### src/rtl/idf_pkg.sv
package idf_pkg;
    localparam int unsigned DFLT_W = 8;

    // Width needed to hold the sum of two W-bit unsigned values
    function automatic int unsigned sum_width(input int unsigned w);
        return w + 1;
    endfunction
endpackage

### src/rtl/idf_gate.sv
module idf_gate #(
    parameter int unsigned W       = idf_pkg::DFLT_W,
    parameter bit          GATE_EN = 1'b1
) (
    input  logic [W-1:0] smp_i,
    input  logic [W-1:0] thr_i,
    output logic [W-1:0] gated_o
);
    logic admit;

    generate
        if (GATE_EN) begin : g_cmp
            always_comb admit = (smp_i >= thr_i);
        end else begin : g_bypass
            logic unused_thr;
            always_comb unused_thr = ^thr_i;
            always_comb admit = 1'b1;
        end
    endgenerate

    // 2:1 selector: admitted sample or zero
    always_comb gated_o = admit ? smp_i : '0;
endmodule

### src/rtl/idf_accum.sv
module idf_accum #(
    parameter int unsigned W  = idf_pkg::DFLT_W,
    localparam int unsigned IW = idf_pkg::sum_width(W)
) (
    input  logic [W-1:0]  x_i,
    input  logic [W-1:0]  prev_i,
    output logic [IW-1:0] sum_o
);
    always_comb sum_o = {1'b0, x_i} + {1'b0, prev_i};
endmodule

### src/rtl/idf_diff.sv
module idf_diff #(
    parameter int unsigned W  = idf_pkg::DFLT_W,
    localparam int unsigned IW = idf_pkg::sum_width(W)
) (
    input  logic [IW-1:0] sum_i,
    input  logic [W-1:0]  prev_i,
    output logic [W-1:0]  diff_o
);
    logic [IW-1:0] full;

    always_comb begin
        full   = sum_i - {1'b0, prev_i};
        diff_o = full[W-1:0];
    end
endmodule

### src/rtl/intdiff_hold_filter.sv
module intdiff_hold_filter #(
    parameter int unsigned W = idf_pkg::DFLT_W,
    localparam int unsigned IW = idf_pkg::sum_width(W)
) (
    input  logic          clk_i,
    input  logic          rst_i,
    input  logic          freeze_i,
    input  logic [W-1:0]  thresh_i,
    input  logic [W-1:0]  sample_i,
    output logic [IW-1:0] integ_o,
    output logic [W-1:0]  filt_o
);
    typedef struct packed {
        logic [IW-1:0] integ;
        logic [W-1:0]  filt;
        logic [W-1:0]  past;
    } state_t;

    state_t st_d, st_q;

    logic [W-1:0]  gate_smp;
    logic [IW-1:0] sum_c;
    logic [W-1:0]  diff_c;

    idf_gate #(.W(W), .GATE_EN(1'b1)) u_gate (
        .smp_i   (sample_i),
        .thr_i   (thresh_i),
        .gated_o (gate_smp)
    );

    idf_accum #(.W(W)) u_accum (
        .x_i    (gate_smp),
        .prev_i (st_q.past),
        .sum_o  (sum_c)
    );

    idf_diff #(.W(W)) u_diff (
        .sum_i  (sum_c),
        .prev_i (st_q.past),
        .diff_o (diff_c)
    );

    always_comb begin
        st_d = st_q;
        if (rst_i) begin
            st_d = '0;
        end else begin
            st_d.integ = sum_c;
            st_d.past  = diff_c;          // loop always sees the unfrozen result
            if (!freeze_i) begin
                st_d.filt = diff_c;
            end
        end
    end

    always_ff @(posedge clk_i) begin
        st_q <= st_d;
    end

    assign integ_o = st_q.integ;
    assign filt_o  = st_q.filt;

    // reset clears visible state, freeze or not
    p_reset_clears_r1: assert property (@(posedge clk_i)
        rst_i |=> (integ_o == '0 && filt_o == '0));

    // frozen edge keeps the visible output
    p_freeze_keeps_r4: assert property (@(posedge clk_i) disable iff (rst_i)
        freeze_i |=> (filt_o == $past(filt_o)));

    // unfrozen edge outputs the gated sample
    p_out_tracks_gate_r3: assert property (@(posedge clk_i) disable iff (rst_i)
        !freeze_i |=> (filt_o == $past(gate_smp)));

    // accumulator never below the sample it added
    p_sum_covers_r2: assert property (@(posedge clk_i) disable iff (rst_i)
        1'b1 |=> (integ_o >= {1'b0, $past(gate_smp)}));

    // sum stays within twice the sample range
    p_no_overflow_r7: assert property (@(posedge clk_i) disable iff (rst_i)
        1'b1 |=> (integ_o <= IW'(2 * ((1 << W) - 1))));
endmodule

### config.mk
export PLATFORM = sky130hd
export DESIGN_NAME = intdiff_hold_filter
export DESIGN_NICKNAME = d
export VERILOG_FILES = /design/src/rtl/idf_pkg.sv /design/src/rtl/idf_gate.sv /design/src/rtl/idf_accum.sv /design/src/rtl/idf_diff.sv /design/src/rtl/intdiff_hold_filter.sv
export SDC_FILE = /design/constraint.sdc
export NUM_CORES = 1
export LEC_CHECK = 0
export CELL_PAD_IN_SITES_DETAIL_PLACEMENT = 1
export CELL_PAD_IN_SITES_GLOBAL_PLACEMENT = 1
export CORE_MARGIN = 2
export CORE_UTILIZATION = 34
export DETAILED_ROUTE_END_ITERATION = 16
export MAX_ROUTING_LAYER = met4
export PLACE_DENSITY_LB_ADDON = 0.1
export REMOVE_ABC_BUFFERS = 1
export SKIP_LAST_GASP = 1
export SLEW_MARGIN = 25
export SYNTH_ARGS = -nofsm -noshare
export SYNTH_HDL_FRONTEND = slang
export SYNTH_SLANG_ARGS = --single-unit
export TNS_END_PERCENT = 10
### constraint.sdc
create_clock -name clk_i -period 5.7 [get_ports clk_i]
set_input_delay 1.71 -clock clk_i [delete_from_list [all_inputs] [get_ports clk_i]]
set_output_delay 1.71 -clock clk_i [all_outputs]
set_load 0.01 [all_outputs]
==> impl_metrics.csv, run 1 <==
group,metric,value,unit
finish,multi_input_area,1165,um2
finish,fin_nets,286,
finish,final_cell_mix,"clkdlybuf4s50_1 (34), dfxtp_1 (25), nor2_1 (21)",
clock_network,cts_sinks,25,
finish,diodes,0,
power_and_ir_drop,vdd_drop_max,0.0001453,V
timing,fmax,181.3,MHz
power_and_ir_drop,power.density,554.9,nW/um2
synthesis,syn_inst,205,
detailed_routing,viasPerCell,4.631,
clock_network,cts_buffer_depth,2,
floorplan,die_h,76.01,um
synthesis,ys_seq_area_share,28.39,%
clock_network,cts-root-buf,"clkbuf_8",
min_path,hold_path.class,"reg2reg",
floorplan,rows,26,
worst_setup_path,arrival,5.73,ns
power_and_ir_drop,p_seq_share,21.2,%
timing,setup_viol,0,
detailed_routing,drt_wl_total,4.032,mm
run_status,outcome,"complete, no violations",
place,io_buffers,35,
clock_network,path_clk_slew,0.09,ns
finish,syn2layout_area_growth,34.63,%
worst_setup_path,cp.required,5.91,ns
finish,fillers,581,
detailed_routing,ant_nets,0,
timing,timing.final.max_slew_violations,0,
synthesis,synth-seq-cells,25,
timing,period_needed,5.515,ns
detailed_routing,drc,0,
timing,holdWs,0.5008,ns
timing,hold_viol_final,0,
clock_network,holdBufCountCts,0,
worst_setup_path,crit_path_end_kind,"register",
min_path,hold_end,"filt_o[5]$_SDFFE_PP0N_",
min_path,whs_path_depth,2,
worst_setup_path,crit_slowest_cell,"clkdlybuf4s50_1",
flow_run,drv_cap,0,
detailed_routing,drtPass1Iterations,4,
synthesis,yosysWarningCount,0,
timing,tightest_slew,0.6830,ns
timing,min_period_over_period,96.76,%
power_and_ir_drop,combPwrFrac,70.6,%
worst_setup_path,critPathKind,"in2reg",
timing,fin_skew,0.004781,ns
clock_network,cts_buffers,3,
grt,grt_pass1_wl,6.969,mm
clock_network,tritoncts,"done",
detailed_routing,wire_per_inst,12.92,um
clock_network,htreeDepth,1,
detailed_routing,drt_iter0_drc,46,
finish,area.sequential,500.5,um2
floorplan,die-width,76.01,um
power_and_ir_drop,p_switching,534.4,uW
floorplan,initial_core_util,34.96,%
worst_setup_path,crit_top_cell,"a21o_1",
place,place_area,2197,um2
place,dp_hpwl,3.327,mm
worst_setup_path,reg2reg_to,"st_q[7]$_SDFF_PP0_",
worst_setup_path,cp_max_fo,2,
worst_setup_path,critPathLaunch,"thresh_i[0]",
grt,antenna_found_initial,0,
worst_setup_path,critPathTopFamily,"compound AO/OA/AOI/OAI gates",
timing,slew-limit-headroom,54.33,%
grt,grt_use_total,15.30,%
worst_setup_path,slowest_delay,0.51,ns
place,placed_cells,307,
power_and_ir_drop,total_power,1.317,mW
finish,drive_above_1_share,20.66,%
worst_setup_path,cp_num_buf_inv,2,
power_and_ir_drop,power.share.clock,8.2,%
power_and_ir_drop,power.leakage,1.057,nW
power_and_ir_drop,switching_share,40.57,%
floorplan,io-pin-count,36,
place,gp_congestion,0.8270,
worst_setup_path,rr_worst_depth,13,
worst_setup_path,start_kind,"input pin",
grt,grt_max_degree,29,
finish,final_common_cell,"clkdlybuf4s50_1",
power_and_ir_drop,p_int,782.7,uW
worst_setup_path,ff2ff_setup_slack,2.80,ns
clock_network,clk_latency,0.27,ns
floorplan,die_area,5777,um2
floorplan,core_area,5042,um2
finish,stdcell_area,2374,um2
grt,overflow,0,
min_path,min_from,"filt_o[5]$_SDFFE_PP0N_",
synthesis,syn_area_per_cell,8.600,um2
finish,final_cells,312,
synthesis,synth_area,1763,um2
synthesis,netlist-cell-type-count,37,
grt,first_global_vias,1594,
worst_setup_path,cp_cell_sequence,"clkdlybuf4s50_1, ha_4, nand2b_4, a21o_1, a21o_1, a21oi_2, o21ai_1, and2_1, ha_2, fa_2, a21o_1, a21oi_2, buf_4, xnor2_2, ha_2, o21ai_0, a32oi_2, mux2i_2, nand2_2, xnor2_2, nor2_1",
detailed_routing,vias,1445,
worst_setup_path,r2r-start,"st_q[0]$_SDFF_PP0_",
cells by family (layout without fill, tap and decap cells):
family                   after synthesis  in the layout  synth area share [%]
flip-flops                            25             25                 28.39
multiplexers                           5              5                 2.839
XOR/XNOR                              11             11                 5.465
AO/OA/AOI/OAI                         41             41                 16.40
AND/OR/NAND/NOR                       58             58                 16.68
buffers and inverters                 41             78                 12.35
adder cells (fa/ha/maj)               24             24                 17.88
cells in the mapped netlist:
master	n	share of area [%]
nand2b_1	4	1.4
o21a_1	3	1.3
clkbuf_1	3	0.64
nand2_1	5	1.1
nor3_1	2	0.57
fa_1	2	2.3
ha_1	22	16
a221oi_4	1	1.5
inv_1	19	4.0
dfxtp_1	25	28
nor2b_1	12	4.3
or2_2	1	0.36
and2_1	8	2.8
o211ai_1	2	0.85
o21ai_2	1	0.50
nand3_1	2	0.57
and3_1	1	0.36
o21ai_1	3	0.85
o221ai_1	1	0.50
a21oi_1	14	4.0
buf_4	17	7.2
o31a_1	1	0.50
a32oi_1	1	0.50
a21o_1	5	2.1
nor2_1	21	4.5
nand3b_1	1	0.43
a21oi_2	1	0.50
buf_1	2	0.43
xnor2_1	8	4.0
a211oi_2	1	0.71
xor2_1	3	1.5
mux2i_1	5	2.8
a21o_2	1	0.50
nand4_1	1	0.36
o21ai_0	4	1.1
o211a_1	1	0.57
o21bai_1	1	0.43
worst max path at each step:
stage                               endpoint  slack [ns]  depth (start not counted)
after CTS                 st_q[7]$_SDFF_PP0_        0.02                         22
after detailed placement  st_q[7]$_SDFF_PP0_       -0.36                         22
after global routing      st_q[7]$_SDFF_PP0_       -0.11                         21
final                     st_q[7]$_SDFF_PP0_        0.18                         21
after floorplan           st_q[7]$_SDFF_PP0_        0.26                         21
after global placement    st_q[7]$_SDFF_PP0_       -0.15                         22
metrics by stage:
step	worst slack [ns]	util, %	TNS, ns
floorplan	0.2622	-	0
global placement	-0.1482	43.57	-0.6498
detailed placement	-0.3622	43.57	-1.352
CTS	0.01775	44.89	0
global route	-0.1070	47.07	-0.2683
finish	0.1848	47.07	0
what timing repair did:
| action | 4_1_cts | 5_1_grt |
|---|---|---|
| pin swaps | 0 | 13 |
| endpoints found under the setup margin | 2 | 6 |
| gates resized for setup | 3 | 21 |
| setup buffers | 0 | 1 |
| hold endpoints to repair | 0 | 0 |
final cells by class:
| type | count | area share (%) |
|---|---|---|
| tap | 70 | 3.690 |
| clock inverter | 1 | 0.2109 |
| multi-input combinational | 139 | 49.08 |
| inverter | 19 | 3.005 |
| timing repair buffer | 55 | 21.19 |
| sequential | 25 | 21.09 |
| clock buffer | 3 | 1.740 |
routing by layer:
metal	wire length, um	vias to the layer above	track usage, %
met5	0	-	-
met4	42	0	5.455
met3	113	5	1.896
met2	2024	31	28.30
met1	1851	673	16.89
li1	-	736	-
power groups by stage:
stage	registers, mW	logic (mW)	clock network (mW)
after floorplan	0.294	0.491	0
after global placement	0.280	0.776	0
after detailed placement	0.283	0.816	0
after CTS	0.279	0.840	0.112
after global routing	0.289	1.04	0.119
final	0.279	0.930	0.107
worst register-to-register path: stages, from the launching register on:
cell and delay (ns):
dfxtp_1 0.33, ha_2 0.20, fa_2 0.36, a21o_1 0.19, a21oi_2 0.16, buf_4 0.14
xnor2_2 0.07, ha_2 0.32, o21ai_0 0.12, a32oi_2 0.31, mux2i_2 0.30, nand2_2 0.10
xnor2_2 0.14, nor2_1 0.10
state kept, by name, indices dropped and copies added, names as in the netlist:
register and cells:
integ_o 9, filt_o 8, st_q 8
Note: power is estimated with default switching activity, not from simulation.
==> run 2, diff against run 1 <==
- CORE_UTILIZATION: 34 -> 39
- SYNTH_HIERARCHICAL: unset -> 1
- clock period: 5.7 -> 6.25 ns (I/O delays scaled with it)
==> impl_metrics.csv, run 2 <==
group,metric,value,unit
timing,setup_viol,0,
worst_setup_path,slowest_delay,0.46,ns
power_and_ir_drop,power.density,509.2,nW/um2
finish,area.sequential,500.5,um2
floorplan,die_h,72.18,um
min_path,hold_path.class,"reg2reg",
clock_network,post_cts_buffers,0,
finish,syn2layout_area_growth,18.15,%
finish,largest_reg_flops,9,
floorplan,die-width,72.18,um
detailed_routing,drt_iter0_drc,39,
flow_run,drv_cap,0,
timing,tightest_slew,0.9166,ns
detailed_routing,drtPass1Iterations,4,
finish,final_cells,274,
grt,antenna_found_initial,0,
synthesis,syn_area_per_cell,9.065,um2
worst_setup_path,start_kind,"input pin",
finish,final_common_cell,"clkdlybuf4s50_1",
synthesis,netlist.area_leader.share,27.61,%
detailed_routing,viasPerCell,5.033,
grt,overflow,0,
grt,first_global_vias,1528,
floorplan,die_area,5210,um2
synthesis,yosys.area.top_type,"dfxtp_1",
floorplan,rows,24,
clock_network,path_clk_slew,0.08,ns
power_and_ir_drop,vdd_drop_max,0.0002413,V
finish,final_core_util,48.53,%
power_and_ir_drop,total_power,1.091,mW
place,gp_congestion,0.8038,
timing,timing.final.max_slew_violations,0,
timing,period_needed,5.819,ns
power_and_ir_drop,power.leakage,0.9526,nW
finish,fillers,530,
grt,grt_use_total,17.44,%
worst_setup_path,arrival,5.94,ns
place,dp_hpwl,3.294,mm
place,io_buffers,35,
run_status,outcome,"complete, no violations",
finish,final_cell_mix,"clkdlybuf4s50_1 (35), nor2b_1 (25), dfxtp_1 (25)",
place,post-place-ws,0.1436,ns
timing,layout_setup_ws,0.4312,ns
timing,hold_viol_final,0,
synthesis,syn_inst,200,
synthesis,ys_seq_area_share,27.61,%
timing,fmax,171.9,MHz
clock_network,cts_buffers,3,
synthesis,synthTopCellsByArea,"dfxtp_1 (28%), ha_1 (16%), nor2b_1 (8.6%)",
clock_network,cts_resized,0,
worst_setup_path,crit_path_end_kind,"register",
detailed_routing,drt_wl_total,3.920,mm
worst_setup_path,cp_max_fo,7,
grt,grt_max_degree,26,
timing,fin_skew,0.0006035,ns
detailed_routing,drc,0,
finish,fin_nets,267,
synthesis,async_flop_share,0,%
synthesis,synth-seq-cells,25,
place,place_area,2097,um2
place,placed_cells,270,
finish,stdcell_area,2142,um2
clock_network,cts_sinks,25,
timing,grt_setup_unrepaired,"no",
worst_setup_path,cp.required,6.37,ns
worst_setup_path,cp_cell_sequence,"clkdlybuf4s50_1, inv_1, ha_1, nand2b_1, a2111o_1, a21oi_2, buf_4, nor2b_1, fa_1, a21oi_1, nor2_1, nor2_2, xnor2_1, ha_1, a21o_1, a311o_1, a31oi_1, a31oi_1, mux2i_1, nor2_1",
synthesis,synth_edf_count,0,
clock_network,tritoncts,"done",
clock_network,cts_buffer_depth,2,
grt,grt_pass1_wl,7.003,mm
floorplan,io-pin-count,36,
clock_network,clk_latency,0.26,ns
synthesis,synth_area,1813,um2
synthesis,ys.flop_type,"dfxtp_1",
synthesis,synthTopCellsByCount,"dfxtp_1 (25), nor2b_1 (25), ha_1 (23), inv_1 (23), buf_4 (19)",
timing,min_period_over_period,93.10,%
synthesis,netlist-cell-type-count,34,
finish,multi_input_area,1072,um2
detailed_routing,wire_per_inst,14.31,um
timing,slew-limit-headroom,38.70,%
floorplan,initial_core_util,41.07,%
detailed_routing,ant_nets,0,
synthesis,yosysWarningCount,6,
finish,regMostFlops,"integ_o",
floorplan,core_area,4414,um2
worst_setup_path,critPathKind,"in2reg",
clock_network,holdBufCountCts,0,
finish,drive_above_1_share,7.207,%
timing,holdWs,0.5040,ns
clock_network,htreeDepth,1,
timing,fin_tns_setup,0,ns
clock_network,cts-root-buf,"clkbuf_8",
detailed_routing,vias,1379,
finish,diodes,0,
worst_setup_path,crit_slowest_cell,"fa_1",
==> run 2: cell count changes after synthesis, sizes merged, moves of 2 or more <==
| cell | change |
|---|---|
| a31oi | +3 |
| o21a | -3 |
| clkbuf | -3 |
| nor2 | -8 |
| inv | +4 |
| a311o | +2 |
| o21ai | -3 |
| mux2i | +4 |
| nor2b | +13 |
| and2 | -8 |
| a21oi | -2 |
==> run 2: worst max-delay path: cells and delay by family <==
family                   cells  cell delay [ns]
AO/OA/AOI/OAI                7             1.55
XOR/XNOR                     1             0.17
adder cells (fa/ha/maj)      3             1.03
buffers and inverters        3             0.68
multiplexers                 1             0.14
AND/OR/NAND/NOR              5             0.49
==> run 2: path summary, 6_finish.rpt <==
path	start	endpoint	slack (ns)	cells past startpoint
setup / recovery	sample_i[0]	filt_o[7]$_SDFFE_PP0N_	0.43	20
hold / removal	filt_o[3]$_SDFFE_PP0N_	filt_o[3]$_SDFFE_PP0N_	0.50	2
setup reg to reg	st_q[0]$_SDFF_PP0_	filt_o[7]$_SDFFE_PP0N_	3.32	13
hold reg to reg	filt_o[3]$_SDFFE_PP0N_	filt_o[3]$_SDFFE_PP0N_	0.50	2
==> run 2: cells by family (layout without fill, tap and decap cells) <==
| family | after synthesis | in the layout | synth area share [%] |
|---|---|---|---|
| AND/OR/NAND/NOR | 52 | 52 | 15.87 |
| buffers and inverters | 43 | 65 | 13.25 |
| AO/OA/AOI/OAI | 36 | 36 | 15.39 |
| adder cells (fa/ha/maj) | 25 | 25 | 18.08 |
| flip-flops | 25 | 25 | 27.61 |
| XOR/XNOR | 10 | 10 | 4.831 |
| multiplexers | 9 | 9 | 4.969 |
==> run 2: per-layer routing <==
metal	GRT usage [%]	wire length [um]	up-vias	share of wire, %
met5	-	0	-	0
met4	1.887	13	0	0.33
met3	3.194	97	2	2.5
met2	32.31	2088	17	53
met1	20.10	1720	664	44
li1	-	-	696	-
==> run 2: final cells by class <==
class | instances | share of cell area, %
Multi-Input combinational cell | 132 | 50.06
Tap cell | 52 | 3.037
Timing Repair Buffer | 38 | 17.41
Sequential cell | 25 | 23.36
Inverter | 23 | 4.030
Clock buffer | 4 | 2.103
==> run 2: where the power goes <==
group | internal, mW | total, mW | switching (mW) | leakage [nW]
sequential | 0.221 | 0.251 | 0.0301 | 0.207
combinational | 0.381 | 0.746 | 0.365 | 0.723
clock | 0.0455 | 0.0939 | 0.0484 | 0.0228
==> run 3, diff against run 2 <==
- CORE_UTILIZATION: 39 -> 38
- GPL_TIMING_DRIVEN: unset -> 0
- PLACE_DENSITY: unset -> 0.82
- PLACE_DENSITY_LB_ADDON: 0.1 -> unset
- SYNTH_HIERARCHICAL: 1 -> unset
==> impl_metrics.csv, run 3 (synthesized netlist as in run 1, its figures left out) <==
group,metric,value,unit
run_status,outcome,"complete, no violations",
clock_network,cts_buffers,3,
clock_network,clk_latency,0.27,ns
grt,grt_use_total,15.05,%
detailed_routing,wl_met3,104,um
floorplan,rows,24,
power_and_ir_drop,power.share.clock,9.4,%
floorplan,die_h,72.11,um
finish,drive_above_1_share,8.850,%
timing,fin_tns_setup,0,ns
detailed_routing,drt_wl_total,3.388,mm
flow_run,drv_cap,0,
floorplan,io-pin-count,36,
power_and_ir_drop,p_seq_share,24.8,%
finish,regMostFlops,"integ_o",
power_and_ir_drop,power.density,478.7,nW/um2
detailed_routing,drc,0,
detailed_routing,drtPass1Iterations,4,
detailed_routing,dr_wl_met2,1.656,mm
clock_network,holdBufCountCts,0,
finish,syn2layout_area_growth,20.79,%
timing,timing.final.max_slew_violations,0,
floorplan,initial_core_util,39.94,%
detailed_routing,drt_iter0_drc,47,
worst_setup_path,arrival,6.07,ns
detailed_routing,wl_met1,1.555,mm
finish,final_common_cell,"clkdlybuf4s50_1",
power_and_ir_drop,combPwrFrac,65.8,%
grt,grt_max_degree,29,
timing,fmax,168.4,MHz
finish,largest_reg_flops,9,
floorplan,die-width,72.11,um
place,io_buffers,35,
timing,min_period_over_period,95.04,%
timing,fin_skew,0.003620,ns
place,dp_hpwl,2.725,mm
finish,final_cell_mix,"clkdlybuf4s50_1 (35), dfxtp_1 (25), nor2_1 (21)",
worst_setup_path,critPathKind,"in2reg",
grt,grt_pass1_wl,6.072,mm
clock_network,tritoncts,"done",
detailed_routing,wire_per_inst,12.19,um
floorplan,die_area,5200,um2
power_and_ir_drop,p_switching,418.8,uW
finish,fin_nets,270,
detailed_routing,ant_nets,0,
clock_network,cts-root-buf,"clkbuf_8",
grt,overflow,0,
timing,slew-limit-headroom,38.91,%
place,gp_congestion,0.7286,
worst_setup_path,start_kind,"input pin",
timing,tightest_slew,0.9135,ns
worst_setup_path,cp_max_fo,8,
timing,period_needed,5.940,ns
timing,layout_setup_ws,0.3102,ns
grt,first_global_vias,1378,
finish,fillers,540,
power_and_ir_drop,vdd_drop_max,0.0001282,V
clock_network,htreeDepth,1,
timing,setup_viol,0,
power_and_ir_drop,power.leakage,0.9474,nW
clock_network,cts_buffer_depth,2,
power_and_ir_drop,switching_share,41.09,%
detailed_routing,highest_layer,"met4",
worst_setup_path,crit_path_end_kind,"register",
floorplan,core_area,4414,um2
clock_network,path_clk_slew,0.08,ns
timing,hold_viol_final,0,
place,post-place-ws,-0.3752,ns
min_path,hold_path.class,"reg2reg",
grt,antenna_found_initial,0,
worst_setup_path,cp.required,6.38,ns
power_and_ir_drop,p_int,600.6,uW
detailed_routing,vias,1366,
detailed_routing,viasPerCell,4.914,
clock_network,cts_sinks,25,
finish,diodes,0,
## run 3: cell count changes in the layout (fill, tap and decap cells not counted), sizes merged, moves of 3 or more
| cell | change |
|---|---|
| nor2 | +8 |
| o21ai | +3 |
| nor2b | -13 |
| a31oi | -3 |
| o21a | +3 |
| and2 | +8 |
| inv | -4 |
| mux2i | -4 |
## run 3: final timing paths
check | start | to | slack, ns | depth (start not counted)
setup / recovery | sample_i[0] | st_q[7]$_SDFF_PP0_ | 0.31 | 22
hold reg to reg | filt_o[3]$_SDFFE_PP0N_ | filt_o[3]$_SDFFE_PP0N_ | 0.50 | 2
setup reg to reg | st_q[0]$_SDFF_PP0_ | st_q[7]$_SDFF_PP0_ | 3.26 | 13
hold / removal | filt_o[3]$_SDFFE_PP0N_ | filt_o[3]$_SDFFE_PP0N_ | 0.50 | 2
## run 3: layer usage
metal | track usage, % | vias to the layer above
li1 | - | 704
met1 | 18.21 | 628
met2 | 24.77 | 29
met3 | 1.806 | 5
met4 | 7.338 | 0
met5 | - | -
## run 3: area by class of cell
class,count,area [um2],share of cell area (%)
sequential,25,500.5,23.50
tap,52,65.06,3.055
clock buffer,4,45.04,2.115
inverter,19,71.32,3.349
multi-input combinational,139,1067,50.12
timing repair buffer,39,380.4,17.86
## run 3: per-stage QoR
| stage | cell area (um2) | util, % | instances | total power [mW] | hold slack, ns |
|---|---|---|---|---|---|
| 2_1_floorplan | 1617 | - | 183 | 0.7156 | 0.5005 |
| 3_3_place_gp | 2032 | 46.03 | 270 | 0.8720 | 0.4737 |
| 3_5_place_dp | 2032 | 46.03 | 270 | 0.8968 | 0.4880 |
| 4_1_cts | 2083 | 47.19 | 274 | 1.003 | 0.5043 |
| 5_1_grt | 2130 | 48.24 | 278 | 1.124 | 0.5194 |
| 6_report | 2130 | 48.24 | 278 | 1.019 | 0.4969 |
## run 3: critical path, stage by stage
cell	delay, ns
clkdlybuf4s50_1	0.47
inv_1	0.05
ha_1	0.25
nand2b_1	0.14
a21o_1	0.17
a21o_1	0.18
a21oi_2	0.15
o21ai_2	0.11
and2_1	0.18
ha_2	0.21
fa_2	0.39
a21o_1	0.18
a21oi_2	0.15
nor2b_1	0.08
o31a_1	0.27
a21oi_2	0.15
ha_2	0.33
a21oi_2	0.18
mux2i_1	0.24
nand2_1	0.11
xnor2_1	0.17
nor2_1	0.05
## run 3: repair_timing
action / CTS / global route
pin swaps: 0 / 3
buffers inserted: 0 / 4
setup endpoints to repair: 2 / 2
gates resized for setup: 2 / 5
## run 3: power by group through the flow
stage | Combinational [mW] | Clock, mW | Sequential (mW)
2_1_floorplan | 0.448 | 0 | 0.268
3_3_place_gp | 0.618 | 0 | 0.254
3_5_place_dp | 0.640 | 0 | 0.257
4_1_cts | 0.652 | 0.0973 | 0.254
5_1_grt | 0.758 | 0.106 | 0.261
6_report | 0.670 | 0.0960 | 0.253
